**src/rtl/serial_rx_pkg.sv**
```systemverilog
package serial_rx_pkg;
  typedef enum logic [2:0] {
    RX_IDLE, RX_START, RX_DATA, RX_EXTRA, RX_STOP1, RX_STOP2, RX_HOLD
  } rx_state_e;
endpackage

```
**src/rtl/serial_rx_sync.sv**
```systemverilog
module serial_rx_sync #(
  parameter int unsigned STAGES = 2
) (
  input  logic clk_i,
  input  logic rst_ni,
  input  logic d_i,
  output logic q_o
);
  logic [STAGES-1:0] ff_q;

  always_ff @(posedge clk_i or negedge rst_ni) begin
    if (!rst_ni) ff_q <= '1;
    else         ff_q <= {ff_q[STAGES-2:0], d_i};
  end

  assign q_o = ff_q[STAGES-1];
endmodule

```
**src/rtl/serial_rx_fsm.sv**
```systemverilog
module serial_rx_fsm
  import serial_rx_pkg::*;
#(
  parameter int unsigned OSR    = 16,
  parameter int unsigned DATA_W = 8
) (
  input  logic              clk_i,
  input  logic              rst_ni,
  input  logic              tick_i,
  input  logic              rx_i,
  input  logic              len8_i,
  input  logic              par_en_i,
  input  logic              two_stop_i,
  input  logic              msb_first_i,
  input  logic              mp_mode_i,
  output logic              start_o,
  output logic              frame_o,
  output logic              stop2_o,
  output logic              idle_set_o,
  output logic              stop_ok_o,
  output logic [DATA_W-1:0] word_o,
  output logic              extra_o
);
  localparam int unsigned CNT_W = $clog2(OSR);
  localparam int unsigned IDX_W = $clog2(DATA_W);
  localparam logic [CNT_W-1:0] CNT_HALF = CNT_W'(OSR/2 - 1);
  localparam logic [CNT_W-1:0] CNT_FULL = CNT_W'(OSR - 1);

  rx_state_e         state_q, state_d;
  logic [CNT_W-1:0]  cnt_q, cnt_d;
  logic [IDX_W-1:0]  idx_q, idx_d, last_idx, pos;
  logic [DATA_W-1:0] word_q, word_d;
  logic              extra_q, extra_d;
  logic              has_extra, bit_due;

  assign last_idx  = len8_i ? IDX_W'(DATA_W-1) : IDX_W'(DATA_W-2);
  assign pos       = msb_first_i ? last_idx - idx_q : idx_q;
  assign has_extra = par_en_i | mp_mode_i;
  assign bit_due   = (cnt_q == CNT_FULL);

  always_comb begin
    state_d    = state_q;
    cnt_d      = cnt_q;
    idx_d      = idx_q;
    word_d     = word_q;
    extra_d    = extra_q;
    start_o    = 1'b0;
    frame_o    = 1'b0;
    stop2_o    = 1'b0;
    idle_set_o = 1'b0;
    if (tick_i) begin
      case (state_q)
        RX_IDLE: if (!rx_i) begin
          state_d = RX_START; cnt_d = '0; start_o = 1'b1;
        end
        RX_START: begin
          if (cnt_q == CNT_HALF) begin
            cnt_d = '0;
            if (!rx_i) begin
              state_d = RX_DATA; idx_d = '0; word_d = '0; extra_d = 1'b0;
            end else begin
              state_d = RX_IDLE;   // glitch, not a start bit
            end
          end else cnt_d = cnt_q + 1'b1;
        end
        RX_DATA: begin
          if (bit_due) begin
            cnt_d       = '0;
            word_d[pos] = rx_i;
            if (idx_q == last_idx) state_d = has_extra ? RX_EXTRA : RX_STOP1;
            else                   idx_d   = idx_q + 1'b1;
          end else cnt_d = cnt_q + 1'b1;
        end
        RX_EXTRA: begin
          if (bit_due) begin
            cnt_d = '0; extra_d = rx_i; state_d = RX_STOP1;
          end else cnt_d = cnt_q + 1'b1;
        end
        RX_STOP1: begin
          if (bit_due) begin
            cnt_d = '0; frame_o = 1'b1;
            state_d = two_stop_i ? RX_STOP2 : RX_HOLD;
          end else cnt_d = cnt_q + 1'b1;
        end
        RX_STOP2: begin
          if (bit_due) begin
            cnt_d = '0; stop2_o = 1'b1; state_d = RX_HOLD;
          end else cnt_d = cnt_q + 1'b1;
        end
        RX_HOLD: begin
          // wait out the second half of the last stop bit
          if (!rx_i) begin
            state_d = RX_START; cnt_d = '0; start_o = 1'b1;
          end else if (cnt_q == CNT_HALF) begin
            state_d = RX_IDLE; idle_set_o = 1'b1;
          end else cnt_d = cnt_q + 1'b1;
        end
        default: state_d = RX_IDLE;
      endcase
    end
  end

  always_ff @(posedge clk_i or negedge rst_ni) begin
    if (!rst_ni) begin
      state_q <= RX_IDLE;
      cnt_q   <= '0;
      idx_q   <= '0;
      word_q  <= '0;
      extra_q <= 1'b0;
    end else begin
      state_q <= state_d;
      cnt_q   <= cnt_d;
      idx_q   <= idx_d;
      word_q  <= word_d;
      extra_q <= extra_d;
    end
  end

  assign stop_ok_o = rx_i;
  assign word_o    = word_q;
  assign extra_o   = extra_q;


  evt_excl_chk: assert property (@(posedge clk_i) disable iff (!rst_ni)
    $onehot0({start_o, frame_o, stop2_o, idle_set_o}));

  frame_tick_chk: assert property (@(posedge clk_i) disable iff (!rst_ni)
    frame_o |-> tick_i);

  stop2_cfg_chk: assert property (@(posedge clk_i) disable iff (!rst_ni)
    stop2_o |-> two_stop_i);
endmodule

```
**src/rtl/serial_rx_flags.sv**
```systemverilog
module serial_rx_flags #(
  parameter int unsigned DATA_W = 8
) (
  input  logic              clk_i,
  input  logic              rst_ni,
  input  logic              par_en_i,
  input  logic              par_odd_i,
  input  logic              mp_mode_i,
  input  logic              clear_i,
  input  logic              start_i,
  input  logic              frame_i,
  input  logic              stop2_i,
  input  logic              idle_set_i,
  input  logic              stop_ok_i,
  input  logic [DATA_W-1:0] word_i,
  input  logic              extra_i,
  output logic [DATA_W-1:0] data_o,
  output logic              addr_o,
  output logic              full_o,
  output logic              perr_o,
  output logic              ferr_o,
  output logic              ovr_o,
  output logic              idle_o
);
  logic kept_q, store;

  assign store = frame_i & ~(full_o & ~clear_i);

  always_ff @(posedge clk_i or negedge rst_ni) begin
    if (!rst_ni) begin
      data_o <= '0;
      addr_o <= 1'b0;
      full_o <= 1'b0;
      perr_o <= 1'b0;
      ferr_o <= 1'b0;
      ovr_o  <= 1'b0;
      idle_o <= 1'b0;
      kept_q <= 1'b0;
    end else begin
      full_o <= (full_o & ~clear_i) | frame_i;
      ovr_o  <= (ovr_o & ~clear_i) | (frame_i & ~store);
      if (frame_i) kept_q <= store;
      if (store) begin
        data_o <= word_i;
        addr_o <= mp_mode_i & extra_i;
        perr_o <= par_en_i & ~mp_mode_i & (^word_i ^ extra_i ^ par_odd_i);
        ferr_o <= ~stop_ok_i;
      end else if (stop2_i && kept_q && !stop_ok_i) begin
        ferr_o <= 1'b1;
      end
      if (start_i)         idle_o <= 1'b0;
      else if (idle_set_i) idle_o <= 1'b1;
    end
  end


  full_rise_chk: assert property (@(posedge clk_i) disable iff (!rst_ni)
    $rose(full_o) |-> $past(frame_i));

  ovr_keep_chk: assert property (@(posedge clk_i) disable iff (!rst_ni)
    frame_i && full_o && !clear_i |=> $stable(data_o) && ovr_o);

  idle_clear_chk: assert property (@(posedge clk_i) disable iff (!rst_ni)
    start_i |=> !idle_o);

  idle_rise_chk: assert property (@(posedge clk_i) disable iff (!rst_ni)
    $rose(idle_o) |-> $past(idle_set_i));
endmodule

```
**src/rtl/serial_rx.sv**
```systemverilog
module serial_rx #(
  parameter int unsigned OSR         = 16,
  parameter int unsigned DATA_W      = 8,
  parameter int unsigned SYNC_STAGES = 2
) (
  input  logic              clk_i,
  input  logic              rst_ni,
  input  logic              tick_i,
  input  logic              rx_i,
  input  logic              len8_i,
  input  logic              par_en_i,
  input  logic              par_odd_i,
  input  logic              two_stop_i,
  input  logic              msb_first_i,
  input  logic              mp_mode_i,
  input  logic              clear_i,
  output logic [DATA_W-1:0] data_o,
  output logic              addr_o,
  output logic              full_o,
  output logic              perr_o,
  output logic              ferr_o,
  output logic              ovr_o,
  output logic              idle_o
);
  logic              rx_s, start, frame, stop2, idle_set, stop_ok, extra;
  logic [DATA_W-1:0] word;

  serial_rx_sync #(.STAGES(SYNC_STAGES)) i_sync (
    .clk_i, .rst_ni, .d_i(rx_i), .q_o(rx_s)
  );

  serial_rx_fsm #(.OSR(OSR), .DATA_W(DATA_W)) i_fsm (
    .clk_i, .rst_ni, .tick_i, .rx_i(rx_s),
    .len8_i, .par_en_i, .two_stop_i, .msb_first_i, .mp_mode_i,
    .start_o(start), .frame_o(frame), .stop2_o(stop2), .idle_set_o(idle_set),
    .stop_ok_o(stop_ok), .word_o(word), .extra_o(extra)
  );

  serial_rx_flags #(.DATA_W(DATA_W)) i_flags (
    .clk_i, .rst_ni, .par_en_i, .par_odd_i, .mp_mode_i, .clear_i,
    .start_i(start), .frame_i(frame), .stop2_i(stop2), .idle_set_i(idle_set),
    .stop_ok_i(stop_ok), .word_i(word), .extra_i(extra),
    .data_o, .addr_o, .full_o, .perr_o, .ferr_o, .ovr_o, .idle_o
  );
endmodule

```
**config.mk**
```make
export PLATFORM = sky130hd
export DESIGN_NAME = serial_rx
export DESIGN_NICKNAME = d
export VERILOG_FILES = /design/src/rtl/serial_rx_pkg.sv /design/src/rtl/serial_rx_sync.sv /design/src/rtl/serial_rx_fsm.sv /design/src/rtl/serial_rx_flags.sv /design/src/rtl/serial_rx.sv
export SDC_FILE = /design/constraint.sdc
export NUM_CORES = 1
export LEC_CHECK = 0
export BUFFER_PORTS_ARGS = -buffer_cell sky130_fd_sc_hd__buf_2
export CAP_MARGIN = 25
export CORE_ASPECT_RATIO = 1.4
export CORE_UTILIZATION = 35
export CTS_BUF_LIST = sky130_fd_sc_hd__clkbuf_16
export DETAILED_ROUTE_END_ITERATION = 12
export SLEW_MARGIN = 0
export SYNTH_ARGS = -nofsm -noshare
export SYNTH_HDL_FRONTEND = slang
export SYNTH_SLANG_ARGS = --single-unit
```
**constraint.sdc**
```tcl
create_clock -name clk_i -period 2.2 [get_ports clk_i]
set_input_delay 0.22 -clock clk_i [delete_from_list [all_inputs] [get_ports clk_i]]
set_output_delay 0.22 -clock clk_i [all_outputs]
set_load 0.01 [all_outputs]
```
---- Yosys cells after proc, flatten, opt, wreduce, memory -nomap -nowiden ----
Cells that the tools add are included.
storage, ports and cells
  register bits ........................... 36
  input port bits ......................... 11
  logic and storage cells ................. 127
operators by class
  $add $sub $neg .......................... 3
  magnitude comparators ................... 2
  equal/unequal tests ..................... 20
  mux-type cells .......................... 53
  bitwise gates (word level) .............. 17
  reduce and logical (&&, ||, !) cells .... 18
operator list
  operator                                                                      number
  3-bit 2-to-1 mux                                                              15
  8-bit 2-to-1 mux                                                              3
  1-bit 2-to-1 mux                                                              21
  3-bit case mux with 7 select lines                                            1
  4-bit 2-to-1 mux                                                              5
  4-bit case mux with 4 select lines                                            1
  8-bit case mux with 2 select lines                                            1
  2-bit by 1-bit != test with 1-bit output, second input constant               6
  5-bit AND reduction                                                           2
  3-bit == test, second input constant                                          3
  9-bit AND reduction                                                           1
  8-bit bitwise mux                                                             1
  2-bit nonzero test                                                            4
  8-bit parity                                                                  1
  1-bit bitwise AND                                                             7
  3-bit by 2-bit == test with 1-bit output, second input constant               2
  2-bit != test, second input constant                                          3
  3-bit case mux with 2 select lines                                            1
  6-bit AND reduction                                                           1
  1-bit inverter                                                                5
  4-bit by 1-bit adder with 4-bit output, second input constant                 1
  4-bit by 3-bit == test with 1-bit output, second input constant               1
  4-bit == test, second input constant                                          1
  3-bit by 4-bit less-than comparator with 1-bit output, second input constant  1
  other kinds (19)                                                              25

---- Depth between registers and ports, before layout ----
Gate-level depths: netlist of run 1.
  depth after elaboration ................. 10
  gate-level depth with buffers ........... 8
  gate-level depth less buffers ........... 8

---- Modules after synthesis ----
A second synthesis of run 1 with hierarchy kept.
second synthesis, totals
  cell total of the unflattened synthesis .. 211
  area total of the unflattened synthesis .. 2,088.3 um^2
by module, submodules not included
  module           instances  cells each  area each (um^2)
  serial_rx_fsm    1          160         1,380.1
  serial_rx_flags  1          49          655.6
  serial_rx_sync   1          2           52.6

---- Worst setup path before layout of run 1 ----
No wires, ideal clock.
  kind .................................... register -> register
  start ................................... register i_sync.ff_q[1]
  end ..................................... register i_fsm.state_q[0]
  library setup time ...................... 128 ps
  arrival ................................. 1,667 ps
  path slack .............................. 406 ps
  cell stages (with the launch flop) ...... 7
  path buffers ............................ 1
  clock period less this slack ............ 1,794 ps
  path through ............................ dfstp_2 buf_2 nand2_1 or3_2 o22ai_4 a311oi_2 mux2_1
between the ends
  longest elaborated chain between the ends .. 2
  elaborated cells between the ends (all ways) .. 5
  classes of those cells .................. eq/ne: 2; mux: 2; reduce/logical: 1
ends and longest elaborated chain
  what                                                                                 line                  text
  from (decl)                                                                          serial_rx_sync.sv:9   logic [STAGES-1:0] ff_q;
  from (signal assigned)                                                               serial_rx_sync.sv:13  else ff_q <= {ff_q[STAGES-2:0], d_i};
  3-bit by 2-bit != test with 1-bit output (no line) (tied with other cells)           n/a
  9-bit AND reduction (no line) or 3-bit case mux with 7 select lines (tied branches)  n/a
  to (signal assigned)                                                                 serial_rx_fsm.sv:111  state_q <= state_d;
  to (decl)                                                                            serial_rx_fsm.sv:29   rx_state_e state_q, state_d;
Parallel ways exist; a longest one is shown, timed or not.
A chain may end at the register's enable or synchronous reset.

---- Final worst setup path of run 1 ----
  start ................................... register i_fsm.state_q[1]
  end ..................................... register i_fsm.word_q[5] (netlist: i_fsm.word_o[5])
between the ends
  longest elaborated chain between the ends .. 3
  elaborated cells between the ends (all ways) .. 8
  classes of those cells .................. eq/ne: 5; mux: 1; reduce/logical: 2
ends and longest elaborated chain
  what                                                                                                  line                  text
  3-bit by 1-bit == test with 1-bit output or 3-bit by 2-bit == test with 1-bit output (tied branches)  serial_rx_fsm.sv:52   case (state_q)
  2-bit != test (no line) (tied with other cells)                                                       n/a
  5-bit AND reduction (no line)                                                                         n/a
  to (signal assigned)                                                                                  serial_rx_fsm.sv:114  word_q <= word_d;
  to (decl)                                                                                             serial_rx_fsm.sv:32   logic [DATA_W-1:0] word_q, word_d;
Parallel ways exist; a longest one is shown, timed or not.

==> results of run 1 <==
[kinds of logic (layout without fill, tap and decap cells)]
logic type      after synthesis  count (layout)
compound gates               67              67
xor+xnor                     11              11
fa+ha+maj                     5               5
buf+inv                      17              49
flops                        36              36
mux                          12              12
simple gates                 67              67
[worst max-delay path: cells and delay by family, from the launching register on]
kind / cells / cell delay (ps)
flip-flops: 1 / 460
buffers and inverters: 1 / 200
AO/OA/AOI/OAI: 2 / 470
AND/OR/NAND/NOR: 3 / 770
[power by group through the flow]
stage | sequential (W) | combinational, W | clock [W]
2_1_floorplan | 0.000785 | 0.000452 | 0
5_1_grt | 0.000841 | 0.000578 | 0.000825
3_3_place_gp | 0.000837 | 0.000513 | 0
4_1_cts | 0.000828 | 0.000531 | 0.000806
6_report | 0.000829 | 0.000530 | 0.000795
3_5_place_dp | 0.000838 | 0.000519 | 0
[sequential cells by signal, summed over array words and instances (netlist names)]
register,flops
i_flags.idle_o,1
i_sync.ff_q,2
i_fsm.word_o,8
i_flags.perr_o,1
i_flags.ferr_o,1
i_flags.full_o,1
i_flags.ovr_o,1
i_fsm.state_q,3
i_flags.data_o,8
i_fsm.cnt_q,4
i_flags.kept_q,1
i_fsm.extra_o,1
i_fsm.idx_q,3
i_flags.addr_o,1
[worst paths after layout]
path / start / end / depth (start not counted)
setup / recovery: i_fsm.state_q[1] / i_fsm.word_o[5] / 6
hold / removal: rst_ni / i_flags.data_o[4] / 1
setup reg to reg: i_fsm.state_q[1] / i_fsm.word_o[5] / 6
hold reg to reg: i_sync.ff_q[0] / i_sync.ff_q[1] / 0
max in group asynchronous: rst_ni / i_fsm.cnt_q[3] / 1
min in group clk_i: rx_i / i_sync.ff_q[0] / 1
[through the flow]
| step | util | instances | hold slack (ps) | worst slack [ps] | cell area, sq um |
|---|---|---|---|---|---|
| after CTS | 0.4227 | 314 | 40.96 | 189.4 | 2479 |
| final | 0.4266 | 317 | 34.62 | 218.8 | 2501 |
| after detailed placement | 0.3948 | 306 | 330.5 | 200.7 | 2315 |
| after global routing | 0.4266 | 317 | 35.55 | 28.70 | 2501 |
| after floorplan | - | 215 | -75.59 | 405.7 | 2142 |
| after global placement | 0.3948 | 306 | 328.8 | 255.7 | 2315 |
[what timing repair did]
| item | CTS | global route |
|---|---|---|
| setup buffers | 0 | 3 |
| hold buffers | 0 | 0 |
| endpoints found under the setup margin | 0 | 3 |
[area by class of cell]
type,count,area share
clock buffers,5,0.05002
clock inverters,3,0.01551
inverters,7,0.01051
multi-input cells,162,0.4497
flip-flops and latches,36,0.3612
well taps,70,0.03502
repair buffers,34,0.07804
[per-layer routing]
metal | GRT usage | up-vias | routed length [um]
met4 | 0.08160 | 0 | 108
met5 | 0 | - | 0
met2 | 0.2998 | 23 | 2674
li1 | - | 837 | -
met3 | 0.03019 | 10 | 107
met1 | 0.1970 | 831 | 2030
[layout by cell type, fill, tap and decap left out, types with 3 or more instances in the layout]
| master | instances |
|---|---|
| a21oi_1 | 14 |
| buf_2 | 24 |
| buf_4 | 10 |
| clkbuf_16 | 5 |
| dfrtp_1 | 34 |
| ha_1 | 5 |
| inv_1 | 7 |
| mux2_2 | 9 |
| nand2_1 | 24 |
| nand2b_1 | 6 |
| nand3_1 | 5 |
| nor2_1 | 11 |
| o21ai_0 | 22 |
| o22ai_1 | 3 |
| o2bb2ai_1 | 5 |
| or3_1 | 3 |
| xnor2_1 | 10 |
==> flow_summary.toml, run 1 <==
[power]
power_leakage_nw = 1.165
switching_share = 0.3071
ir_drop_v = 0.0003057
power_frac_seq = 0.385
p_int_w = 0.001492
clockPowerShare = 0.369
p_per_area_mw_per_mm2 = 861.1
switching_power_w = 0.0006615
p_total_w = 0.002154
combPwrFrac = 0.246

[detailed_routing]
num_vias = 1701
vias_per_cell = 5.366
drcViolationCount = 0
drt_iter0_markers = 84
antenna_left = 0
wirelength_um = 4920
dr.pass1.iters = 4
routedWlPerCell_um = 15.52

[sta]
slew_headroom = 0.4529
fin_crit_sh = 0.9006
period_minus_slack_ps = 1981
finalSetupTns_ps = 0
report.final.slew_viol_count = 0
worst_pin_slew_ps = 820.7
final-setup-viol-count = 0
final-hold-violation-count = 0
max_freq_mhz = 504.7
rsz0062_at_grt = "no"
finClkSkew_ps = 2.400

[cts]
insertion_delay_ps = 280
cts_htree_levels = 2
cts_sinks = 36
clk_pin_slew_worst_paths_ps = 60
clockRootBuffer = "clkbuf_16"
tritoncts.num_buffers = 5
clock_tree.buffer_depth = 2
cts_resized = 0
cts_tree = "yes"

[synth]
synth_warnings = 0
synthMuxAreaShare = 0.06250
synth-compound-area-share = 0.2243
synth_cell_types = 55
yosys_register_bits = 36
yosys.area_share.adder = 0.02921
synthTopCellsByCount = "34 x dfrtp_1, 24 x nand2_1, 22 x o21ai_0"
syn_area_sq_mm = 0.002142
postSynthAreaPerCell_sq_um = 9.963
synth_top_family_by_area = "compound AO/OA/AOI/OAI gates"
synth_edf_count = 0
synth_top_area_frac = 0.3972
synthSimpleGateAreaFrac = 0.1641
yosysTopAreaCell = "dfrtp_1"
synth.most_common_cell = "dfrtp_1"
ys.flop_type = "dfrtp_1"
synth_xor_area_frac = 0.04498
synth_nets = 231
synthTopCellsByArea = "dfrtp_1 40%, o21ai_0 5.1%, mux2_2 4.7%"
syn_inst = 215
yosysSeqAreaShare = 0.4217
async_reset_ff_frac = 1.000

[setup_path]
max_stage_delay_ps = 460
critical_path.startpoint_type = "flip-flop"
cp_data_arrival_time_ps = 2170
cp_max_fo = 9
reg2reg_slack_ps = 220
endpoint_kind = "flip-flop"
cp.required_ps = 2390
critical_path.cell_chain = "buf_4 > nor4b_1 > o211ai_1 > nor3_1 > nand2_1 > o21ai_0"
cpMaxStageDelayCell = "dfrtp_1"
worstSetupPathType = "reg2reg"

[global_routing]
grt_max_degree = 37
antenna_found_initial = 0
grt-ovfl-total = 0
track_usage = 0.1722
grt_pass1_wl_um = 8190
grt_pass1_vias = 1715

[cells_and_area]
register_area_sq_um = 903.4
multi_input_area_sq_mm = 0.001125
fillCellCount = 594
area_delta_synth_final_pct = 16.76
num-nets-final = 262
antenna_cells = 0
drive_above_1_share = 0.2713

[placed_design]
dp_hpwl_um = 3578
gp_congestion = 0.8399
io_buffers = 24

[die]
rows = 33
initial_core_util = 0.3653
core-area_sq_mm = 0.005863
io_pins = 25
dieWidth_um = 68.12
die_height_um = 94.57
die-area_sq_mm = 0.006441

[status]
status = "finished, final reports clean"

[job]
drv_cap = 0

[worst_hold_path]
hp-class = "in2async"
No activity file was read; power rests on OpenSTA's default activity.
==> run 2: changes to the inputs <==
--- a/config.mk
+++ b/config.mk
@@ -9,8 +9,8 @@
 export CAP_MARGIN = 25
 export CORE_ASPECT_RATIO = 1.4
 export CORE_UTILIZATION = 35
-export CTS_BUF_LIST = sky130_fd_sc_hd__clkbuf_16
 export DETAILED_ROUTE_END_ITERATION = 12
+export PLACE_DENSITY = 0.61
 export SLEW_MARGIN = 0
 export SYNTH_ARGS = -nofsm -noshare
 export SYNTH_HDL_FRONTEND = slang
==> constraint.sdc (replaced) <==
create_clock -name clk_i -period 2.4 [get_ports clk_i]
set_input_delay 0.24 -clock clk_i [delete_from_list [all_inputs] [get_ports clk_i]]
set_output_delay 0.24 -clock clk_i [all_outputs]
set_load 0.01 [all_outputs]
==> flow_summary.toml, run 2 (synthesized netlist as in run 1, its figures left out) <==
[cts]
insertion_delay_ps = 300
cts_sinks = 36
cts_setup_buffers = 0
cts_resized = 0
ctsHoldBuffers = 0
clockRootBuffer = "clkbuf_8"
clk_pin_slew_worst_paths_ps = 80
cts_tree = "yes"
tritoncts.num_buffers = 5
cts_htree_levels = 2
clock_tree.buffer_depth = 2

[sta]
max_freq_mhz = 495.5
final-setup-viol-count = 0
fin_crit_sh = 0.8409
finClkSkew_ps = 9.524
whs_ps = 33.26
slew_headroom = 0.4566
final-hold-violation-count = 0
finalSetupTns_ps = 0
report.final.slew_viol_count = 0
period_minus_slack_ps = 2018
rsz0062_at_grt = "no"
worst_pin_slew_ps = 815.1

[global_routing]
grt_pass1_vias = 1722
grtUsageMet3 = 0.03865
grt_max_degree = 37
met1_usage = 0.1765
use_met2 = 0.2851
grt-ovfl-total = 0
track_usage = 0.1613
grt_pass1_wl_um = 7700
antenna_found_initial = 0
grt_busiest_layer = "met2"

[placed_design]
gp_congestion = 0.8063
dp_hpwl_um = 3428
io_buffers = 24

[die]
dieWidth_um = 68.12
rows = 33
die_height_um = 94.57
io_pins = 25
core-area_sq_mm = 0.005863
die-area_sq_mm = 0.006441
initial_core_util = 0.3653

[setup_path]
cp_data_arrival_time_ps = 2190
cp.required_ps = 2570
endpoint_kind = "flip-flop"
crit_start = "i_fsm.idx_q[0]"
cp_max_fo = 6
worstSetupPathType = "reg2reg"
reg2reg_from = "i_fsm.idx_q[0]"
critical_path.startpoint_type = "flip-flop"

[cells_and_area]
multi_input_area_sq_mm = 0.001125
layout_commonest_cell = "dfrtp_1"
antenna_cells = 0
num-nets-final = 255
register_area_sq_um = 903.4
fillCellCount = 613
fin_util = 0.4046
area_delta_synth_final_pct = 10.75
final_cell_mix = "34 x dfrtp_1, 24 x nand2_1, 24 x buf_2"
drive_above_1_share = 0.2542

[power]
power_leakage_nw = 1.097
ir_drop_v = 0.0002588
p_per_area_mw_per_mm2 = 689.3

[job]
drv_cap = 0

[detailed_routing]
routedWlPerCell_um = 15.06
antenna_left = 0
vias_per_cell = 5.474
num_vias = 1697
wirelength_um = 4669
drcViolationCount = 0
drt_iter0_markers = 87
dr.pass1.iters = 4

[worst_hold_path]
hp-class = "in2async"

[status]
status = "finished, final reports clean"
[run 2: cell types whose count changed in the layout (fill, tap and decap cells not counted)]
cell,delta
bufinv_16,-1
inv_1,-1
clkinv_2,+1
clkbuf_8,+5
buf_4,-7
clkinv_4,+1
clkbuf_16,-5
[run 2: per-stage QoR]
step	setup WS, ps	total power (W)	std cells	cell area (sq um)
floorplan	605.7	0.001134	215	2142
global placement	420.2	0.001204	302	2285
detailed placement	424.5	0.001206	302	2285
CTS	398.0	0.001653	310	2372
global route	170.9	0.001739	310	2372
finish	381.9	0.001635	310	2372
[run 2: worst paths after layout]
check	endpoint	slack (ps)	cells after the start
max in group asynchronous	i_fsm.word_o[6]	1860	1
hold reg to reg	i_sync.ff_q[1]	360	0
setup reg to reg	i_fsm.word_o[6]	380	7
hold / removal	i_fsm.extra_o	30	1
min in group clk_i	i_sync.ff_q[0]	40	1
setup / recovery	i_fsm.word_o[6]	380	7
[run 2: per-layer routing]
metal  vias up  part of all wire
li1        828                 -
met1       834              0.42
met2        26              0.53
met3         9             0.031
met4         0             0.022
met5         -                 0
[run 2: power by group]
group / internal, W / leakage [nW] / switching, W
Combinational: 0.000198 / 0.572 / 0.000229
Clock: 0.000202 / 0.0479 / 0.000235
Sequential: 0.000659 / 0.477 / 0.000113
[run 2: critical path: stages, from the launching register on]
cell       delay [ps]
dfrtp_1           420
ha_1              230
ha_1              200
xnor2_1           390
a31oi_1           240
o21ai_0           200
nand2_1            80
o2bb2ai_1         140
[run 2: cell type report]
| cell class | instances | share of cell area |
|---|---|---|
| Tap cell | 70 | 0.03692 |
| Clock inverter | 3 | 0.007911 |
| Sequential cell | 36 | 0.3808 |
| Clock buffer | 5 | 0.02901 |
| Timing Repair Buffer | 27 | 0.06013 |
| Multi-Input combinational cell | 162 | 0.4742 |
| Inverter | 7 | 0.01108 |
==> run 3: changes to the inputs <==
--- a/config.mk
+++ b/config.mk
@@ -5,12 +5,13 @@
 export SDC_FILE = /design/constraint.sdc
 export NUM_CORES = 1
 export LEC_CHECK = 0
+export ABC_AREA = 1
 export BUFFER_PORTS_ARGS = -buffer_cell sky130_fd_sc_hd__buf_2
 export CAP_MARGIN = 25
 export CORE_ASPECT_RATIO = 1.4
 export CORE_UTILIZATION = 35
 export DETAILED_ROUTE_END_ITERATION = 12
-export PLACE_DENSITY = 0.61
+export PLACE_DENSITY = 0.63
 export SLEW_MARGIN = 0
 export SYNTH_ARGS = -nofsm -noshare
 export SYNTH_HDL_FRONTEND = slang
==> constraint.sdc (replaced) <==
create_clock -name clk_i -period 1.7 [get_ports clk_i]
set_input_delay 0.17 -clock clk_i [delete_from_list [all_inputs] [get_ports clk_i]]
set_output_delay 0.17 -clock clk_i [all_outputs]
set_load 0.01 [all_outputs]
==> flow_summary.toml, run 3 <==
[placed_design]
gp_congestion = 0.9316
dp_hpwl_um = 4029
dp_slack_ps = 85.85
io_buffers = 24

[detailed_routing]
antenna_left = 0
drcViolationCount = 0
dr.pass1.iters = 4
wirelength_um = 5082
num_vias = 2197
drt_iter0_markers = 91
routedWlPerCell_um = 11.10
vias_per_cell = 4.797

[power]
clockPowerShare = 0.204
p_int_w = 0.001819
power_leakage_nw = 1.522
p_per_area_mw_per_mm2 = 1115
ir_drop_v = 0.0005158
power_frac_seq = 0.341
combPwrFrac = 0.455
switching_power_w = 0.001326
switching_share = 0.4217
p_total_w = 0.003145

[sta]
fin_crit_sh = 0.9326
finClkSkew_ps = 3.810
final-hold-violation-count = 0
slew_headroom = 0.6974
finalSetupTns_ps = 0
report.final.slew_viol_count = 0
period_minus_slack_ps = 1585
final-setup-viol-count = 0
layout_setup_ws_ps = 114.6
worst_pin_slew_ps = 454.0
max_freq_mhz = 630.8
rsz0062_at_grt = "yes"

[cells_and_area]
multi_input_area_sq_mm = 0.001316
antenna_cells = 0
register_area_sq_um = 905.9
layout_commonest_cell = "nand2_1"
area_delta_synth_final_pct = 18.38
num-nets-final = 399
drive_above_1_share = 0.2135
fillCellCount = 665
final_cell_mix = "142 x nand2_1, 36 x nand3_1, 32 x dfrtp_1"

[setup_path]
critical_path.startpoint_type = "flip-flop"
cp_data_arrival_time_ps = 1790
max_stage_delay_ps = 350
cp.required_ps = 1900
worstSetupPathType = "reg2reg"
critical_path.cell_chain = "ha_1 > nand2_2 > nor2_4 > inv_2 > nor2_4 > nand3_2 > buf_6 > o31ai_2"
endpoint_kind = "flip-flop"
cpMaxStageDelayCell = "dfrtp_1"
cpMostUsedCell = "nor2_4"
cp_max_fo = 19

[synth]
syn_area_sq_mm = 0.002382
async_reset_ff_frac = 1.000
synth_warnings = 0
synth_nets = 358
synth_top_area_frac = 0.3571
postSynthAreaPerCell_sq_um = 6.966
yosys_register_bits = 36
synth.most_common_cell = "nand2_1"
synthTopCellsByArea = "dfrtp_1 36%, nand2_1 23%, nand3_1 7.6%"
yosysSeqAreaShare = 0.3792
synthTopCellsByCount = "147 x nand2_1, 36 x nand3_1, 34 x dfrtp_1"
yosysTopAreaCell = "dfrtp_1"
synth_cell_types = 31
synth_edf_count = 0
syn_inst = 342
ys.flop_type = "dfrtp_1"

[cts]
cts_tree = "yes"
tritoncts.num_buffers = 5
clockRootBuffer = "clkbuf_8"
cts_sinks = 36
cts_htree_levels = 2
clk_pin_slew_worst_paths_ps = 70
insertion_delay_ps = 290
clock_tree.buffer_depth = 2

[die]
core-area_sq_mm = 0.006569
dieWidth_um = 71.73
io_pins = 25
die-area_sq_mm = 0.007145
initial_core_util = 0.3627
rows = 35
die_height_um = 99.62

[job]
drv_cap = 0

[global_routing]
grt_pass1_wl_um = 8804
grtUsageMet3 = 0.03141
grt-ovfl-total = 0
track_usage = 0.1577
grt_max_degree = 20
grt_pass1_vias = 1992
use_met2 = 0.3070
grt_busiest_layer = "met2"
met1_usage = 0.1600
antenna_found_initial = 0

[worst_hold_path]
hp-class = "in2reg"

[status]
status = "finished, final reports clean"
-- run 3: logic make-up after synthesis --
kind of cell | after synthesis | synth area share
compound gates | 27 | 0.06933
xor+xnor | 2 | 0.007354
fa+ha+maj | 5 | 0.02626
buf+inv | 43 | 0.07563
flops | 36 | 0.3792
simple gates | 229 | 0.4422
-- run 3: final timing paths --
path | end | cells after the start | slack, ps | startpoint
setup / recovery | i_flags.addr_o | 8 | 110 | i_fsm.cnt_q[0]
hold / removal | i_flags.ovr_o | 2 | 80 | clear_i
setup reg to reg | i_flags.addr_o | 8 | 110 | i_fsm.cnt_q[0]
hold reg to reg | i_sync.ff_q[1] | 0 | 360 | i_sync.ff_q[0]
max in group asynchronous | i_fsm.state_q[0] | 3 | 880 | rst_ni
min in group asynchronous | i_flags.data_o[4] | 2 | 350 | rst_ni
-- run 3: what timing repair did --
item / 4_1_cts / 5_1_grt
endpoints found under the hold margin: 16 / 0
resized for setup: 0 / 16
hold buffers: 2 / 0
buffers inserted: 0 / 3
endpoints found under the setup margin: 0 / 18
-- run 3: stage by stage --
stage	hold WS (ps)	cell area [sq um]	util	std cells
floorplan	-125.6	2382	-	342
global placement	149.2	2661	0.4051	445
detailed placement	152.7	2661	0.4051	445
CTS	65.15	2774	0.4223	455
global route	77.80	2820	0.4293	458
finish	78.81	2820	0.4293	458
-- run 3: layout make-up --
cell class | instances | share of cell area
timing repair buffer | 40 | 0.09716
clock inverter | 2 | 0.003549
inverter | 37 | 0.04925
multi-input combinational | 263 | 0.4667
tap | 74 | 0.03283
clock buffer | 6 | 0.02928
sequential | 36 | 0.3212
-- run 3: power by group through the flow --
stage	Sequential [W]	Combinational (W)	Clock, W
after global routing	0.00109	0.00164	0.000691
final	0.00107	0.00143	0.000640
after global placement	0.00109	0.00134	0
after floorplan	0.00105	0.00104	0
after CTS	0.00107	0.00137	0.000667
after detailed placement	0.00109	0.00136	0
-- run 3: critical path: cells and delay by family, from the launching register on --
family                   cells  cell delay, ps
adder cells (fa/ha/maj)      1             190
buffers and inverters        2             270
AO/OA/AOI/OAI                1             180
AND/OR/NAND/NOR              4             500
flip-flops                   1             350
-- run 3: per-layer routing --
layer | vias up | routed length [um]
li1 | 1175 | -
met1 | 980 | 2135
met2 | 31 | 2717
met3 | 11 | 102
met4 | 0 | 127
met5 | - | 0
